==> src/rtl/i2cs_pkg.sv <==
package i2cs_pkg;

    typedef enum logic [3:0] {
        ST_IDLE,
        ST_DEVSEL,
        ST_DEV_ACK,
        ST_ADDR,
        ST_ADDR_ACK,
        ST_WDATA,
        ST_WDATA_ACK,
        ST_RDATA,
        ST_RD_ACK,
        ST_HOLDOFF
    } slv_state_e;

    localparam logic [3:0] TYPE_MEM = 4'b1010;
    localparam logic [3:0] TYPE_REG = 4'b0110;
    localparam int         BYTE_W   = 8;

endpackage

==> src/rtl/i2cs_sync.sv <==
module i2cs_sync #(
    parameter int STAGES = 2
) (
    input  logic clk,
    input  logic rst_n,
    input  logic scl_in,
    input  logic sda_in,
    output logic scl_lvl,
    output logic sda_lvl,
    output logic scl_rise,
    output logic scl_fall,
    output logic start_ev,
    output logic stop_ev
);
    localparam int LINES = 2;

    logic [LINES-1:0] raw;
    logic [LINES-1:0] lvl;
    logic [LINES-1:0] lvl_q;

    assign raw = {sda_in, scl_in};

    for (genvar g = 0; g < LINES; g++) begin : g_line
        logic [STAGES-1:0] chain;
        always_ff @(posedge clk or negedge rst_n) begin
            if (!rst_n) begin
                chain <= '1;
            end else begin
                chain <= {chain[STAGES-2:0], raw[g]};
            end
        end
        assign lvl[g] = chain[STAGES-1];
    end

    always_ff @(posedge clk or negedge rst_n) begin
        if (!rst_n) begin
            lvl_q <= '1;
        end else begin
            lvl_q <= lvl;
        end
    end

    assign scl_lvl  = lvl[0];
    assign sda_lvl  = lvl[1];
    assign scl_rise = lvl[0] & ~lvl_q[0];
    assign scl_fall = ~lvl[0] & lvl_q[0];
    assign start_ev = lvl[0] & lvl_q[0] & lvl_q[1] & ~lvl[1];
    assign stop_ev  = lvl[0] & lvl_q[0] & ~lvl_q[1] & lvl[1];

endmodule

==> src/rtl/i2cs_addr.sv <==
module i2cs_addr #(
    parameter int AW        = 8,
    parameter int PAGE_BITS = 4
) (
    input  logic          clk,
    input  logic          rst_n,
    input  logic          load,
    input  logic [AW-1:0] load_val,
    input  logic          inc_seq,
    input  logic          inc_page,
    output logic [AW-1:0] ptr
);
    logic [AW-1:0] page_next;

    if (PAGE_BITS >= AW) begin : g_flat
        assign page_next = ptr + 1'b1;
    end else begin : g_row
        logic [PAGE_BITS-1:0] low_next;
        assign low_next  = ptr[PAGE_BITS-1:0] + 1'b1;
        assign page_next = {ptr[AW-1:PAGE_BITS], low_next};
    end

    always_ff @(posedge clk or negedge rst_n) begin
        if (!rst_n) begin
            ptr <= '0;
        end else if (load) begin
            ptr <= load_val;
        end else if (inc_seq) begin
            ptr <= ptr + 1'b1;
        end else if (inc_page) begin
            ptr <= page_next;
        end
    end

endmodule

==> src/rtl/i2cs_ctrl.sv <==
module i2cs_ctrl
    import i2cs_pkg::*;
#(
    parameter int AW = 8
) (
    input  logic          clk,
    input  logic          rst_n,
    input  logic          scl_rise,
    input  logic          scl_fall,
    input  logic          start_ev,
    input  logic          stop_ev,
    input  logic          sda_bit,
    input  logic [2:0]    chip_sel,
    input  logic          wr_busy,
    input  logic [AW-1:0] ptr,
    input  logic [7:0]    rd_data,
    output logic          sda_pull,
    output logic          wr_req,
    output logic          wr_reg,
    output logic [AW-1:0] wr_addr,
    output logic [7:0]    wr_data,
    output logic          wr_commit,
    output logic          rd_reg,
    output logic          ptr_load,
    output logic [AW-1:0] ptr_val,
    output logic          ptr_inc_seq,
    output logic          ptr_inc_page
);
    localparam int CW = $clog2(BYTE_W + 1);
    localparam logic [CW-1:0] LAST_BIT = CW'(BYTE_W);

    slv_state_e state, nxt;

    logic [CW-1:0]     cnt_q;
    logic [BYTE_W-1:0] sh_q;
    logic              pull_q;
    logic              is_read_q;
    logic              is_reg_q;
    logic              has_data_q;
    logic              mst_nak_q;
    logic              wr_req_q;
    logic              commit_q;
    logic [AW-1:0]     wr_addr_q;
    logic [7:0]        wr_data_q;

    logic byte_done;
    logic type_mem;
    logic type_reg;
    logic dev_hit;
    logic rd_load;

    assign byte_done = scl_fall && (cnt_q == LAST_BIT);
    assign type_mem  = (sh_q[7:4] == TYPE_MEM);
    assign type_reg  = (sh_q[7:4] == TYPE_REG);
    assign dev_hit   = (type_mem || type_reg) && (sh_q[3:1] == chip_sel) && !wr_busy;

    assign rd_load = scl_fall &&
                     (((state == ST_DEV_ACK) && is_read_q) ||
                      ((state == ST_RD_ACK) && !mst_nak_q));

    // next-state logic
    always_comb begin
        nxt = state;
        if (stop_ev) begin
            nxt = ST_IDLE;
        end else if (start_ev) begin
            nxt = wr_busy ? ST_HOLDOFF : ST_DEVSEL;
        end else begin
            unique case (state)
                ST_IDLE:      nxt = ST_IDLE;
                ST_HOLDOFF:   nxt = ST_HOLDOFF;
                ST_DEVSEL:    if (byte_done) nxt = dev_hit ? ST_DEV_ACK : ST_HOLDOFF;
                ST_DEV_ACK:   if (scl_fall)  nxt = is_read_q ? ST_RDATA : ST_ADDR;
                ST_ADDR:      if (byte_done) nxt = ST_ADDR_ACK;
                ST_ADDR_ACK:  if (scl_fall)  nxt = ST_WDATA;
                ST_WDATA:     if (byte_done) nxt = ST_WDATA_ACK;
                ST_WDATA_ACK: if (scl_fall)  nxt = ST_WDATA;
                ST_RDATA:     if (byte_done) nxt = ST_RD_ACK;
                ST_RD_ACK:    if (scl_fall)  nxt = mst_nak_q ? ST_HOLDOFF : ST_RDATA;
            endcase
        end
    end

    // state register
    always_ff @(posedge clk or negedge rst_n) begin
        if (!rst_n) begin
            state <= ST_IDLE;
        end else begin
            state <= nxt;
        end
    end

    // outputs and datapath
    always_ff @(posedge clk or negedge rst_n) begin
        if (!rst_n) begin
            cnt_q      <= '0;
            sh_q       <= '0;
            pull_q     <= 1'b0;
            is_read_q  <= 1'b0;
            is_reg_q   <= 1'b0;
            has_data_q <= 1'b0;
            mst_nak_q  <= 1'b0;
            wr_req_q   <= 1'b0;
            commit_q   <= 1'b0;
            wr_addr_q  <= '0;
            wr_data_q  <= '0;
        end else begin
            wr_req_q <= 1'b0;
            commit_q <= 1'b0;
            if (stop_ev) begin
                pull_q     <= 1'b0;
                commit_q   <= (state == ST_WDATA) && (cnt_q == CW'(1)) && has_data_q;
                has_data_q <= 1'b0;
            end else if (start_ev) begin
                pull_q     <= 1'b0;
                cnt_q      <= '0;
                has_data_q <= 1'b0;
            end else begin
                unique case (state)
                    ST_DEVSEL, ST_ADDR, ST_WDATA: begin
                        if (scl_rise && cnt_q != LAST_BIT) begin
                            sh_q  <= {sh_q[BYTE_W-2:0], sda_bit};
                            cnt_q <= cnt_q + 1'b1;
                        end
                        if (byte_done) begin
                            cnt_q <= '0;
                            if (state == ST_DEVSEL) begin
                                pull_q    <= dev_hit;
                                is_read_q <= sh_q[0];
                                is_reg_q  <= type_reg;
                            end else begin
                                pull_q <= 1'b1;
                            end
                            if (state == ST_WDATA) begin
                                wr_req_q   <= 1'b1;
                                wr_addr_q  <= ptr;
                                wr_data_q  <= sh_q;
                                has_data_q <= 1'b1;
                            end
                        end
                    end
                    ST_DEV_ACK, ST_RD_ACK: begin
                        if (scl_rise) begin
                            mst_nak_q <= sda_bit;
                        end
                        if (scl_fall) begin
                            pull_q <= 1'b0;
                        end
                        if (rd_load) begin
                            sh_q   <= rd_data;
                            pull_q <= ~rd_data[7];
                            cnt_q  <= '0;
                        end
                    end
                    ST_ADDR_ACK, ST_WDATA_ACK: begin
                        if (scl_fall) begin
                            pull_q <= 1'b0;
                        end
                    end
                    ST_RDATA: begin
                        if (scl_rise && cnt_q != LAST_BIT) begin
                            cnt_q <= cnt_q + 1'b1;
                        end
                        if (scl_fall) begin
                            if (cnt_q == LAST_BIT) begin
                                pull_q <= 1'b0;
                                cnt_q  <= '0;
                            end else begin
                                sh_q   <= {sh_q[BYTE_W-2:0], 1'b0};
                                pull_q <= ~sh_q[BYTE_W-2];
                            end
                        end
                    end
                    ST_IDLE, ST_HOLDOFF: begin
                        pull_q <= 1'b0;
                    end
                endcase
            end
        end
    end

    assign ptr_load     = (state == ST_ADDR) && byte_done && !stop_ev && !start_ev;
    assign ptr_val      = sh_q[AW-1:0];
    assign ptr_inc_seq  = rd_load && !stop_ev && !start_ev;
    assign ptr_inc_page = (state == ST_WDATA) && byte_done && !stop_ev && !start_ev;

    assign sda_pull  = pull_q;
    assign wr_req    = wr_req_q;
    assign wr_reg    = is_reg_q;
    assign wr_addr   = wr_addr_q;
    assign wr_data   = wr_data_q;
    assign wr_commit = commit_q;
    assign rd_reg    = is_reg_q;

endmodule

==> src/rtl/i2c_mem_slave.sv <==
module i2c_mem_slave #(
    parameter int AW          = 8,
    parameter int PAGE_BITS   = 4,
    parameter int SYNC_STAGES = 2
) (
    input  logic          clk,
    input  logic          rst_n,
    input  logic          scl_in,
    input  logic          sda_in,
    input  logic [2:0]    chip_sel,
    input  logic          wr_busy,
    output logic          sda_pull,
    output logic          wr_req,
    output logic          wr_reg,
    output logic [AW-1:0] wr_addr,
    output logic [7:0]    wr_data,
    output logic          wr_commit,
    output logic          rd_reg,
    output logic [AW-1:0] rd_addr,
    input  logic [7:0]    rd_data
);
    logic          scl_lvl, sda_lvl, scl_rise, scl_fall, start_ev, stop_ev;
    logic          ptr_load, ptr_inc_seq, ptr_inc_page;
    logic [AW-1:0] ptr_val, ptr;

    i2cs_sync #(.STAGES(SYNC_STAGES)) u_sync (
        .clk      (clk),
        .rst_n    (rst_n),
        .scl_in   (scl_in),
        .sda_in   (sda_in),
        .scl_lvl  (scl_lvl),
        .sda_lvl  (sda_lvl),
        .scl_rise (scl_rise),
        .scl_fall (scl_fall),
        .start_ev (start_ev),
        .stop_ev  (stop_ev)
    );

    i2cs_ctrl #(.AW(AW)) u_ctrl (
        .clk          (clk),
        .rst_n        (rst_n),
        .scl_rise     (scl_rise),
        .scl_fall     (scl_fall),
        .start_ev     (start_ev),
        .stop_ev      (stop_ev),
        .sda_bit      (sda_lvl),
        .chip_sel     (chip_sel),
        .wr_busy      (wr_busy),
        .ptr          (ptr),
        .rd_data      (rd_data),
        .sda_pull     (sda_pull),
        .wr_req       (wr_req),
        .wr_reg       (wr_reg),
        .wr_addr      (wr_addr),
        .wr_data      (wr_data),
        .wr_commit    (wr_commit),
        .rd_reg       (rd_reg),
        .ptr_load     (ptr_load),
        .ptr_val      (ptr_val),
        .ptr_inc_seq  (ptr_inc_seq),
        .ptr_inc_page (ptr_inc_page)
    );

    i2cs_addr #(.AW(AW), .PAGE_BITS(PAGE_BITS)) u_addr (
        .clk      (clk),
        .rst_n    (rst_n),
        .load     (ptr_load),
        .load_val (ptr_val),
        .inc_seq  (ptr_inc_seq),
        .inc_page (ptr_inc_page),
        .ptr      (ptr)
    );

    assign rd_addr = ptr;

endmodule

==> config.mk <==
export PLATFORM = sky130hd
export DESIGN_NAME = i2c_mem_slave
export DESIGN_NICKNAME = d
export VERILOG_FILES = /design/src/rtl/i2cs_pkg.sv /design/src/rtl/i2cs_sync.sv /design/src/rtl/i2cs_addr.sv /design/src/rtl/i2cs_ctrl.sv /design/src/rtl/i2c_mem_slave.sv
export SDC_FILE = /design/constraint.sdc
export NUM_CORES = 1
export LEC_CHECK = 0
export BUFFER_PORTS_ARGS = -buffer_cell sky130_fd_sc_hd__buf_2
export CORE_ASPECT_RATIO = 1.25
export CORE_MARGIN = 1.5
export CORE_UTILIZATION = 50
export CTS_BUF_LIST = sky130_fd_sc_hd__clkbuf_8 sky130_fd_sc_hd__clkbuf_16
export DETAILED_ROUTE_END_ITERATION = 10
export MAX_ROUTING_LAYER = met4
export PLACE_DENSITY = 0.72
export SYNTH_ARGS = -nofsm -noshare
export SYNTH_HDL_FRONTEND = slang
export SYNTH_SLANG_ARGS = --single-unit
==> constraint.sdc <==
create_clock -name clk -period 5.1 [get_ports clk]
set_clock_uncertainty 0.15 [all_clocks]
set_input_delay 0.765 -clock clk [delete_from_list [all_inputs] [get_ports clk]]
set_output_delay 0.765 -clock clk [all_outputs]
set_load 0.005 [all_outputs]
==> impl_metrics.tcl <==
set metrics [dict create \
    drive_above_1_share_pct 21.84 \
    timing.final.crit_share_pct 61.15 \
    crit_start "u_ctrl.cnt_q[0]" \
    synth_top_cell_by_area "dfrtp_1" \
    min_period_ns 3.118 \
    setup.worst_path.class "reg -> reg" \
    synth-main-ff-cell "dfrtp_1" \
    fillers 509 \
    synth_top_area_share_pct 41.95 \
    start_kind "flip-flop" \
    start_util_pct 51.87 \
    cts_tree "built" \
    first_global_vias 2234 \
    postSynthCellCount 306 \
    drt_iter0_drc 173 \
    cts_root_buf "clkbuf_8" \
    clock-sinks 53 \
    final_area_um2 3164 \
    crit_buf_inv 2 \
    yosys_warnings 0 \
    status "finished clean" \
    layout_common_cells "nand2_1 (86), dfrtp_1 (47), buf_2 (44), o21ai_0 (23), nor2_1 (15)" \
    cp-end-kind "flip-flop" \
    worstMarginPinSlew_ns 1.169 \
    post_cts_buffers 0 \
    cp_max_fo 21 \
    drv_cap 0 \
    die_h_um 86.73 \
    drc 0 \
    slowest_delay_ns 0.63 \
    ctsHoldBuffers 0 \
    via_per_inst 5.721 \
    final_common_cell "nand2_1" \
    cts-resized-gates 0 \
    wl_per_cell_um 15.79 \
    fin_ws_ns 1.982 \
    critPathArrivalTime_ns 3.13 \
    timing.hold.ws_ns 0.2095 \
    slew_headroom_pct 21.40 \
    die_x_um 69.98 \
    synth.distinct_cells 54 \
    place_hpwl_um 4727 \
    wl_met1_um 2870 \
    synth-edff-count 0 \
    setup_viol 0 \
    grt_start_max_net_pins 54 \
    drtPass1Iterations 4 \
    yosys_register_bits 53 \
    area_growth_pct 12.85 \
    dr_wl_met3_um 278 \
    io_buffer_count 44 \
    routed_wl_um 6504 \
    finalWeightedCongestion 0.9073 \
    path_cells "inv_1, ha_1, nand3b_1, or3_1, clkinv_1, o21ai_0, xor2_1, o21ai_0" \
    netlist_area_um2 2804 \
    p_leak_nw 1.546 \
    pwr_density_cell_nw_per_um2 442.2 \
    placed_area_um2 3064 \
    cp_common_cell "o21ai_0" \
    clkSlewWorstSetupHoldPaths_ns 0.10 \
    num_rows 30 \
    peakVddDrop_mv 0.2340 \
    hold_viol_final 0 \
    setup_tns_ns 0 \
    io_pins 45 \
    drv_slew 0 \
    ys_top_cells_by_area "dfrtp_1 (42%), nand2_1 (12%), dfstp_2 (5.6%), o21ai_0 (4.1%), mux2_2 (3.6%)" \
    synth_area_per_cell_um2 9.163 \
    diodes 0 \
    grt_usage_pct 23.19 \
    dp_slack_ns 1.940 \
    numCtsBuffers 5 \
    top_layer_used "met4" \
    vias 2357 \
    gr-total-overflow 0 \
    wl_met2_um 3226 \
    max_freq_mhz 320.7 \
    min-delay-start "u_sync.g_line[0].chain[0]" \
    cp.required_ns 5.11 \
    min_path_type "reg -> reg" \
    ys_seq_area_share_pct 47.57 \
    nNetsFinal 367 \
    dieArea_um2 6069 \
    core_area_um2 5405 \
    clk_latency_ns 0.31 \
    synthesis.nets 326 \
    cp_slowest_cell "or3_1" \
    antenna_found_initial 0 \
    ctsLongestPathBuffers 2 \
    r2r-start "u_ctrl.cnt_q[0]" \
    htree_levels 2 \
    grt_setup_unrepaired "false" \
    critical-path-top-delay-family "simple AND/OR/NAND/NOR gates" \
    final_antenna_net_count 0 \
    grt_pass1_wl_um 10780 \
    async_reset_ff_share_pct 100.0 \
]
synth_stat cells (2+ instances only):
cell type / instances
mux2i_1: 5
dfrtp_1: 47
nand3_1: 9
nand3b_1: 3
clkbuf_1: 5
nand2_1: 86
nand2b_1: 7
nor2_1: 15
a21oi_1: 11
nor3b_1: 3
o21a_1: 2
inv_1: 3
nor3_1: 8
nand4b_1: 2
dfstp_2: 6
o21ai_0: 23
o21bai_1: 2
a31oi_1: 3
nor2b_1: 4
mux2_2: 9
ha_1: 4
nor4_1: 3
buf_2: 4
o41ai_1: 2
xor2_1: 7
xnor2_1: 5
power breakdown:
part / switching, W / leakage, nW / total [W] / internal [W]
clock: 0.000144 / 0.0518 / 0.000257 / 0.000113
combinational: 0.000268 / 0.802 / 0.000512 / 0.000245
sequential: 0.000132 / 0.693 / 0.000630 / 0.000498
logic make-up after synthesis:
logic type | Yosys count | synth area share, %
multiplexers | 14 | 5.400
AO/OA/AOI/OAI | 56 | 13.16
AND/OR/NAND/NOR | 151 | 25.61
buffers and inverters | 16 | 2.722
adder cells (fa/ha/maj) | 4 | 1.785
flip-flops | 53 | 47.57
XOR/XNOR | 12 | 3.748
final timing paths:
| path | end | slack [ns] | cells after the start |
|---|---|---|---|
| max in group asynchronous | u_ctrl.wr_addr[3] | 3.96 | 2 |
| max | u_addr.ptr[2] | 1.98 | 8 |
| min | u_sync.g_line[0].chain[1] | 0.21 | 0 |
| min in group asynchronous | u_ctrl.wr_commit | 0.39 | 2 |
| min reg2reg | u_sync.g_line[0].chain[1] | 0.21 | 0 |
| max reg2reg | u_addr.ptr[2] | 1.98 | 8 |
worst register-to-register path, cell delays in order (launching register included):
cell and delay [ns]:
dfrtp_1 0.41, inv_1 0.10, ha_1 0.20, nand3b_1 0.25
or3_1 0.63, clkinv_1 0.61, o21ai_0 0.37, xor2_1 0.16
o21ai_0 0.08
cell type report:
type / instances / area, um^2 / area share (%)
tap: 64 / 80.08 / 2.531
clock inverter: 2 / 17.52 / 0.5536
multi-input combinational: 237 / 1400 / 44.25
sequential: 53 / 1334 / 42.15
timing repair buffer: 46 / 235.2 / 7.434
inverter: 4 / 15.01 / 0.4745
clock buffer: 6 / 82.58 / 2.610
metal layers:
| metal | vias up | track usage (%) |
|---|---|---|
| met3 | 11 | 3.837 |
| met4 | 0 | 9.615 |
| met2 | 91 | 37.32 |
| li1 | 1144 | - |
| met1 | 1111 | 29.26 |
| met5 | - | - |
metrics by stage:
step,util (%),std cells,power [W]
2_1_floorplan,-,306,0.001010
3_3_place_gp,56.69,404,0.001129
3_5_place_dp,56.69,404,0.001141
4_1_cts,58.54,412,0.001402
5_1_grt,58.54,412,0.001501
6_report,58.54,412,0.001399
No activity file was read; power rests on OpenSTA's default activity.
